**config.mk**
```make
export PLATFORM = sky130hd
export DESIGN_NAME = i2c_fifo_ctl
export DESIGN_NICKNAME = d
export VERILOG_FILES = /design/src/rtl/i2cfq_pkg.sv /design/src/rtl/i2cfq_fifo.sv /design/src/rtl/i2cfq_flags.sv /design/src/rtl/i2c_fifo_ctl.sv
export SDC_FILE = /design/constraint.sdc
export NUM_CORES = 1
export LEC_CHECK = 0
export ABC_CLOCK_PERIOD_IN_PS = 2600
export BUFFER_PORTS_ARGS = -buffer_cell sky130_fd_sc_hd__buf_4
export CAP_MARGIN = 0
export CELL_PAD_IN_SITES_DETAIL_PLACEMENT = 0
export CELL_PAD_IN_SITES_GLOBAL_PLACEMENT = 1
export CORE_UTILIZATION = 49
export DETAILED_ROUTE_END_ITERATION = 8
export GPL_ROUTABILITY_DRIVEN = 0
export PLACE_DENSITY_LB_ADDON = 0.15
export SETUP_SLACK_MARGIN = 0.5
export SYNTH_ARGS = -nofsm -noshare
export SYNTH_HDL_FRONTEND = slang
export SYNTH_HIERARCHICAL = 1
export SYNTH_SLANG_ARGS = --single-unit
```
**constraint.sdc**
```tcl
create_clock -name clk -period 2.6 [get_ports clk]
set_input_delay 0.26 -clock clk [delete_from_list [all_inputs] [get_ports clk]]
set_output_delay 0.26 -clock clk [all_outputs]
set_load 0.005 [all_outputs]
```
**src/rtl/i2cfq_pkg.sv**
```systemverilog
package i2cfq_pkg;
  typedef enum logic [2:0] {
    RA_DATA  = 3'd0,
    RA_CTRL  = 3'd1,
    RA_STAT  = 3'd2,
    RA_IEN   = 3'd3,
    RA_RXCNT = 3'd4,
    RA_TXCNT = 3'd5
  } reg_addr_e;

  localparam int ST_TXT  = 0;
  localparam int ST_RXT  = 1;
  localparam int ST_TEND = 2;
  localparam int NFLAG   = 3;

  // bytes-remaining limit for each transmit trigger code
  function automatic int tx_limit(input logic [1:0] code);
    case (code)
      2'd0:    return 8;
      2'd1:    return 4;
      2'd2:    return 2;
      default: return 0;
    endcase
  endfunction
endpackage

```
**src/rtl/i2cfq_fifo.sv**
```systemverilog
module i2cfq_fifo #(
  parameter int DEPTH = 16,
  parameter int DW    = 8,
  localparam int AW   = (DEPTH > 1) ? $clog2(DEPTH) : 1,
  localparam int CW   = $clog2(DEPTH + 1)
) (
  input  logic          clk,
  input  logic          rst_n,
  input  logic          clr,
  input  logic          push,
  input  logic [DW-1:0] push_data,
  input  logic          pop,
  output logic [DW-1:0] head,
  output logic [CW-1:0] count,
  output logic          full,
  output logic          empty
);
  logic [DW-1:0] mem [DEPTH];
  logic [AW-1:0] wr_ptr, wr_ptr_n, rd_ptr, rd_ptr_n;
  logic [CW-1:0] count_n;
  logic          push_ok, pop_ok;

  assign full    = (count == CW'(DEPTH));
  assign empty   = (count == '0);
  assign push_ok = push & ~full;
  assign pop_ok  = pop & ~empty;
  assign head    = mem[rd_ptr];

  function automatic logic [AW-1:0] bump(input logic [AW-1:0] p);
    return (p == AW'(DEPTH - 1)) ? '0 : p + AW'(1);
  endfunction

  always_comb begin
    wr_ptr_n = wr_ptr;
    rd_ptr_n = rd_ptr;
    count_n  = count;
    if (clr) begin
      wr_ptr_n = '0;
      rd_ptr_n = '0;
      count_n  = '0;
    end else begin
      if (push_ok) wr_ptr_n = bump(wr_ptr);
      if (pop_ok)  rd_ptr_n = bump(rd_ptr);
      case ({push_ok, pop_ok})
        2'b10:   count_n = count + CW'(1);
        2'b01:   count_n = count - CW'(1);
        default: count_n = count;
      endcase
    end
  end

  always_ff @(posedge clk or negedge rst_n) begin
    if (!rst_n) begin
      wr_ptr <= '0;
      rd_ptr <= '0;
      count  <= '0;
    end else begin
      wr_ptr <= wr_ptr_n;
      rd_ptr <= rd_ptr_n;
      count  <= count_n;
    end
  end

  always_ff @(posedge clk) begin
    if (push_ok && !clr) mem[wr_ptr] <= push_data;
  end
endmodule

```
**src/rtl/i2cfq_flags.sv**
```systemverilog
module i2cfq_flags
  import i2cfq_pkg::*;
#(
  parameter int CW = 5
) (
  input  logic             clk,
  input  logic             rst_n,
  input  logic [CW-1:0]    tx_cnt,
  input  logic [CW-1:0]    rx_cnt,
  input  logic [1:0]       tx_code,
  input  logic [3:0]       rx_field,
  input  logic             tx_shifted,
  input  logic             st_we,
  input  logic [NFLAG-1:0] st_wdata,
  input  logic [NFLAG-1:0] ien,
  output logic [NFLAG-1:0] status,
  output logic             irq,
  output logic             hold
);
  logic [NFLAG-1:0] set_cond, clr_mask, status_n;
  logic [CW:0]      rx_goal;

  assign rx_goal = (CW+1)'(rx_field) + (CW+1)'(1);

  always_comb begin
    set_cond          = '0;
    set_cond[ST_TXT]  = ({1'b0, tx_cnt} <= (CW+1)'(tx_limit(tx_code)));
    set_cond[ST_RXT]  = ({1'b0, rx_cnt} >= rx_goal);
    set_cond[ST_TEND] = tx_shifted & (tx_cnt == '0);
    clr_mask          = st_we ? ~st_wdata : '0;
    status_n          = (status & ~clr_mask) | set_cond;
  end

  always_ff @(posedge clk or negedge rst_n) begin
    if (!rst_n) status <= '0;
    else        status <= status_n;
  end

  assign irq  = |(status & ien);
  assign hold = status[ST_RXT] | status[ST_TEND];
endmodule

```
**src/rtl/i2c_fifo_ctl.sv**
```systemverilog
module i2c_fifo_ctl
  import i2cfq_pkg::*;
#(
  parameter int DEPTH = 16,
  parameter int DW    = 8,
  localparam int CW   = $clog2(DEPTH + 1)
) (
  input  logic          clk,
  input  logic          rst_n,
  input  logic          bus_wr,
  input  logic          bus_rd,
  input  logic [2:0]    bus_addr,
  input  logic [7:0]    bus_wdata,
  output logic [7:0]    bus_rdata,
  output logic [DW-1:0] eng_tx_data,
  output logic          eng_tx_valid,
  input  logic          eng_tx_ready,
  input  logic          eng_tx_shifted,
  input  logic [DW-1:0] eng_rx_data,
  input  logic          eng_rx_valid,
  output logic          eng_rx_ready,
  output logic          eng_hold,
  output logic          irq
);
  logic [5:0]       ctrl_q, ctrl_n;
  logic [NFLAG-1:0] ien_q, ien_n;
  logic [NFLAG-1:0] status;
  logic             data_we, data_re, ctrl_we, stat_we, ien_we;
  logic             tx_clr, rx_clr;
  logic [CW-1:0]    tx_cnt, rx_cnt;
  logic             tx_full, tx_empty, rx_full, rx_empty;
  logic [DW-1:0]    rx_head;

  assign data_we = bus_wr & (bus_addr == RA_DATA);
  assign data_re = bus_rd & (bus_addr == RA_DATA);
  assign ctrl_we = bus_wr & (bus_addr == RA_CTRL);
  assign stat_we = bus_wr & (bus_addr == RA_STAT);
  assign ien_we  = bus_wr & (bus_addr == RA_IEN);
  assign tx_clr  = ctrl_we & bus_wdata[0];
  assign rx_clr  = ctrl_we & bus_wdata[1];

  always_comb begin
    ctrl_n = ctrl_q;
    ien_n  = ien_q;
    if (ctrl_we) ctrl_n = bus_wdata[7:2];
    if (ien_we)  ien_n  = bus_wdata[NFLAG-1:0];
  end

  always_ff @(posedge clk or negedge rst_n) begin
    if (!rst_n) begin
      ctrl_q <= '0;
      ien_q  <= '0;
    end else begin
      ctrl_q <= ctrl_n;
      ien_q  <= ien_n;
    end
  end

  i2cfq_fifo #(.DEPTH(DEPTH), .DW(DW)) u_txq (
    .clk(clk), .rst_n(rst_n), .clr(tx_clr),
    .push(data_we), .push_data(bus_wdata[DW-1:0]),
    .pop(eng_tx_ready), .head(eng_tx_data),
    .count(tx_cnt), .full(tx_full), .empty(tx_empty)
  );

  i2cfq_fifo #(.DEPTH(DEPTH), .DW(DW)) u_rxq (
    .clk(clk), .rst_n(rst_n), .clr(rx_clr),
    .push(eng_rx_valid), .push_data(eng_rx_data),
    .pop(data_re), .head(rx_head),
    .count(rx_cnt), .full(rx_full), .empty(rx_empty)
  );

  assign eng_tx_valid = ~tx_empty;
  assign eng_rx_ready = ~rx_full;

  i2cfq_flags #(.CW(CW)) u_flags (
    .clk(clk), .rst_n(rst_n),
    .tx_cnt(tx_cnt), .rx_cnt(rx_cnt),
    .tx_code(ctrl_q[1:0]), .rx_field(ctrl_q[5:2]),
    .tx_shifted(eng_tx_shifted),
    .st_we(stat_we), .st_wdata(bus_wdata[NFLAG-1:0]),
    .ien(ien_q), .status(status), .irq(irq), .hold(eng_hold)
  );

  always_comb begin
    bus_rdata = '0;
    case (bus_addr)
      RA_DATA:  bus_rdata = rx_empty ? '0 : 8'(rx_head);
      RA_CTRL:  bus_rdata = {ctrl_q, 2'b00};
      RA_STAT:  bus_rdata = 8'(status);
      RA_IEN:   bus_rdata = 8'(ien_q);
      RA_RXCNT: bus_rdata = 8'(rx_cnt);
      RA_TXCNT: bus_rdata = 8'(tx_cnt);
      default:  bus_rdata = '0;
    endcase
  end
endmodule

```
==> run_results.csv <==
group,metric,value,unit
status,status,"finished with violations",
status,violations,"setup timing",
power,p_sw_frac,0.301,
setup_path,crit_type,"reg -> out",
yosys,synth_area,0.0130,mm2
setup_path,worst_path_most_repeated_cell,"mux4_2",
sta,final.min_clock_period,2910,ps
setup_path,cp-start-kind,"flop",
worst_hold_path,hp-start,"eng_rx_data[7]",
clocking,cts.sinks,294,
sta,fmax,343,MHz
power,p_comb_frac,0.343,
die,ioPinCount,46,
setup_path,r2r_cells,10,
setup_path,cp-startpoint,"u_rxq/rd_ptr[0]",
placed_design,placedCellCount,1112,
yosys,synthFlopType,"edfxtp_1",
setup_path,end_kind,"primary output",
clocking,clkSlewWorstSetupHoldPaths,60,ps
sta,setup_slack,-312,ps
route,drt-total-wl,27300,um
power,seq_power_share,0.394,
setup_path,critPathArrivalTime,2650,ps
grt,grt_max_degree,39,
yosys,syn_avg_cell_area,17.9,um2
yosys,synth-async-reset-ratio,0.129,
finish,nets,885,
setup_path,cpMaxStageDelayCell,"mux4_2",
grt,grt_pass1_wl,42400,um
sta,tightest_slew,675,ps
finish,n_antenna_cell,0,
finish,drive_gt1_frac,0.381,
route,ant_nets,0,
worst_hold_path,hold_path_end,"u_rxq/mem[15][7]",
finish,final_area,0.0156,mm2
setup_path,required,2340,ps
yosys,synth_edf_count,256,
sta,rsz0062_at_grt,"yes",
yosys,synthesis.nets,778,
route,drt_iter0_drc,533,
yosys,yosys_warnings,6,
job,max-cap-violations,0,
clocking,cts_buffer_depth,3,
setup_path,cp_cell_sequence,"buf_12, buf_16, mux4_2, mux4_2, nand2_2, o21ai_2, buf_4",
grt,use_met1,0.269,
sta,maxSlewHeadroom,0.550,
clocking,cts_made_buffers,30,
finish,layoutNonFillerInstCount,1191,
grt,antenna_found_initial,0,
setup_path,worstReg2RegStart,"u_rxq/count[1]",
setup_path,max_stage_delay,570,ps
yosys,synth_cell_types,63,
route,avgRoutedWirePerCell,23.0,um
worst_hold_path,hold_depth,1,
power,power.switching,4640,uW
grt,met3_usage,0.0264,
placed_design,dpl_cell_area,0.0141,mm2
clocking,cts_root_buffer,"clkbuf_16",
grt,busiest_layer,"met2",
grt,grt_pass1_vias,7242,
grt,gr-total-overflow,0,
sta,hold_violations,0,
die,die-area,0.0272,mm2
die,die_height,165,um
setup_path,path_max_fanout,6,
setup_path,r2r-end,"u_rxq/count[4]",
die,fp.coreArea,0.0261,mm2
yosys,yosys_register_bits,294,
sta,drv_slew,0,
power,worst_ir_drop_vdd,0.730,mV
power,p_int,10800,uW
power,clkPwrFrac,0.264,
sta,setup_viol,15,
finish,area_growth,20.2,%
placed_design,port_buffers,45,
route,routed_via_density,5.81,
clocking,cts_tree,"done",
clocking,worstSkewPairLatency,540,ps
sta,min_period_over_period,1.12,
grt,grt.total_usage,0.211,
worst_hold_path,min_path_type,"in -> reg",
sta,skew,10.7,ps
route,drc,0,
die,die_w,165,um
setup_path,path_buf_inv,3,
sta,whs,26.0,ps
placed_design,place_hpwl,18100,um
yosys,seq_area_frac_synth,0.665,
route,dr.pass1.iters,6,
route,vias,6914,
die,start_util,0.498,
clocking,h-tree-depth,1,
power,powerDensity,986,mW/mm2
grt,met2_usage,0.376,
setup_path,r2r_slack,230,ps
yosys,syn_inst,725,
power,p_leak,0.00538,uW
die,std_cell_rows,59,
setup_path,critical-path-top-delay-family,"multiplexers",
stage by stage:
stage | worst slack, ps | TNS, ps | power (uW) | util
2_1_floorplan | 187 | 0 | 9220 | -
6_report | -312 | -2560 | 15400 | 0.599
4_1_cts | -356 | -3110 | 15400 | 0.593
3_5_place_dp | 79.4 | 0 | 10600 | 0.541
3_3_place_gp | 118 | 0 | 10400 | 0.541
5_1_grt | -375 | -3780 | 16200 | 0.599
final cells by class:
class                   instances  area [um2]
fillers                      1923       10400
clock inverters                14        98.8
flip-flops and latches        294        8640
inverters                      30         123
repair buffers                113        1130
clock buffers                  42         847
multi-input cells             363        4350
well taps                     335         419
placed cells by master (no fill, tap or decap), types with 13 or more instances in the layout:
master / Yosys / layout
edfxtp_1: 256 / 256
nand2_1: 27 / 15
nor2_1: 56 / 34
mux2_2: 15 / 15
buf_6: 6 / 15
nor2_4: 0 / 17
inv_1: 30 / 26
mux4_1: 36 / 17
mux4_2: 44 / 63
ha_1: 25 / 19
a21oi_1: 15 / 13
buf_4: 1 / 81
dfrtp_1: 38 / 34
clkbuf_16: 0 / 31
state kept, by name, summed over array words and instances (netlist names):
signal	count
ctrl_q	6
ien_q	3
u_flags/status	3
u_rxq/count	5
u_rxq/mem	128
u_rxq/rd_ptr	4
u_rxq/wr_ptr	4
u_txq/count	5
u_txq/mem	128
u_txq/rd_ptr	4
u_txq/wr_ptr	4
worst max path at each step:
stage | depth (start not counted) | endpoint | slack, ps
6_report | 7 | bus_rdata[4] | -310
3_3_place_gp | 9 | u_txq/count[4] | 120
2_1_floorplan | 10 | u_txq/count[4] | 190
3_5_place_dp | 9 | u_txq/count[4] | 80
4_1_cts | 6 | bus_rdata[5] | -360
5_1_grt | 7 | bus_rdata[4] | -380
worst register-to-register path: stages, from the launching register on:
cell and delay, ps:
dfrtp_1 380, or4_4 560, buf_6 150, o21ai_4 150
nand2b_4 170, inv_6 50, ha_4 290, nand2b_4 60
a21oi_4 140, mux2i_1 210, a31oi_1 90
cell families after synthesis:
group	after synthesis	share of synthesized area
adders and majority gates	27	0.0272
muxes	110	0.174
and+or+nand+nor	148	0.0576
xor gates and xnor gates	8	0.00539
buffers and inverters	68	0.0309
AOI/OAI and AO/OA	70	0.0395
DFF	294	0.665
Yosys cell counts (all sizes together), types with 3 or more instances:
cell	instances	area share
a211o	4	0.0027
a21oi	15	0.0058
nand3	10	0.0042
mux2	20	0.018
buf	25	0.017
xnor2	3	0.0020
a221oi	3	0.0025
mux2i	10	0.0077
inv	30	0.0087
dfrtp	38	0.073
nor3	16	0.0070
mux4	80	0.15
a22oi	6	0.0035
edfxtp	256	0.59
ha	25	0.024
nor2b	5	0.0026
nand2b	11	0.0053
nand2	27	0.0078
and2	4	0.0019
clkbuf	13	0.0051
o211ai	7	0.0040
nor2	56	0.016
nor4	4	0.0040
a21o	3	0.0017
o21ai	13	0.0056
xor2	5	0.0034
a31oi	4	0.0019
power by group through the flow:
stage | Clock (uW) | Combinational [uW] | Sequential, uW
finish | 4060 | 5270 | 6060
global route | 4330 | 5710 | 6130
CTS | 4140 | 5160 | 6060
detailed placement | 0 | 4440 | 6130
global placement | 0 | 4330 | 6090
floorplan | 0 | 3300 | 5920
metal layers:
layer,wire length (um),vias to the layer above
li1,-,3113
met1,11200,3607
met2,14500,147
met3,829,47
met4,755,0
met5,0,-
what timing repair did:
action | 4_1_cts | 5_1_grt
endpoints found under the setup margin | 58 | 202
hold buffers | 2 | 0
endpoints found under the hold margin | 39 | 0
setup buffers | 11 | 6
resized for setup | 75 | 22
cloned | 4 | 0
pin swaps | 12 | 13
No activity file was read; power rests on OpenSTA's default activity.
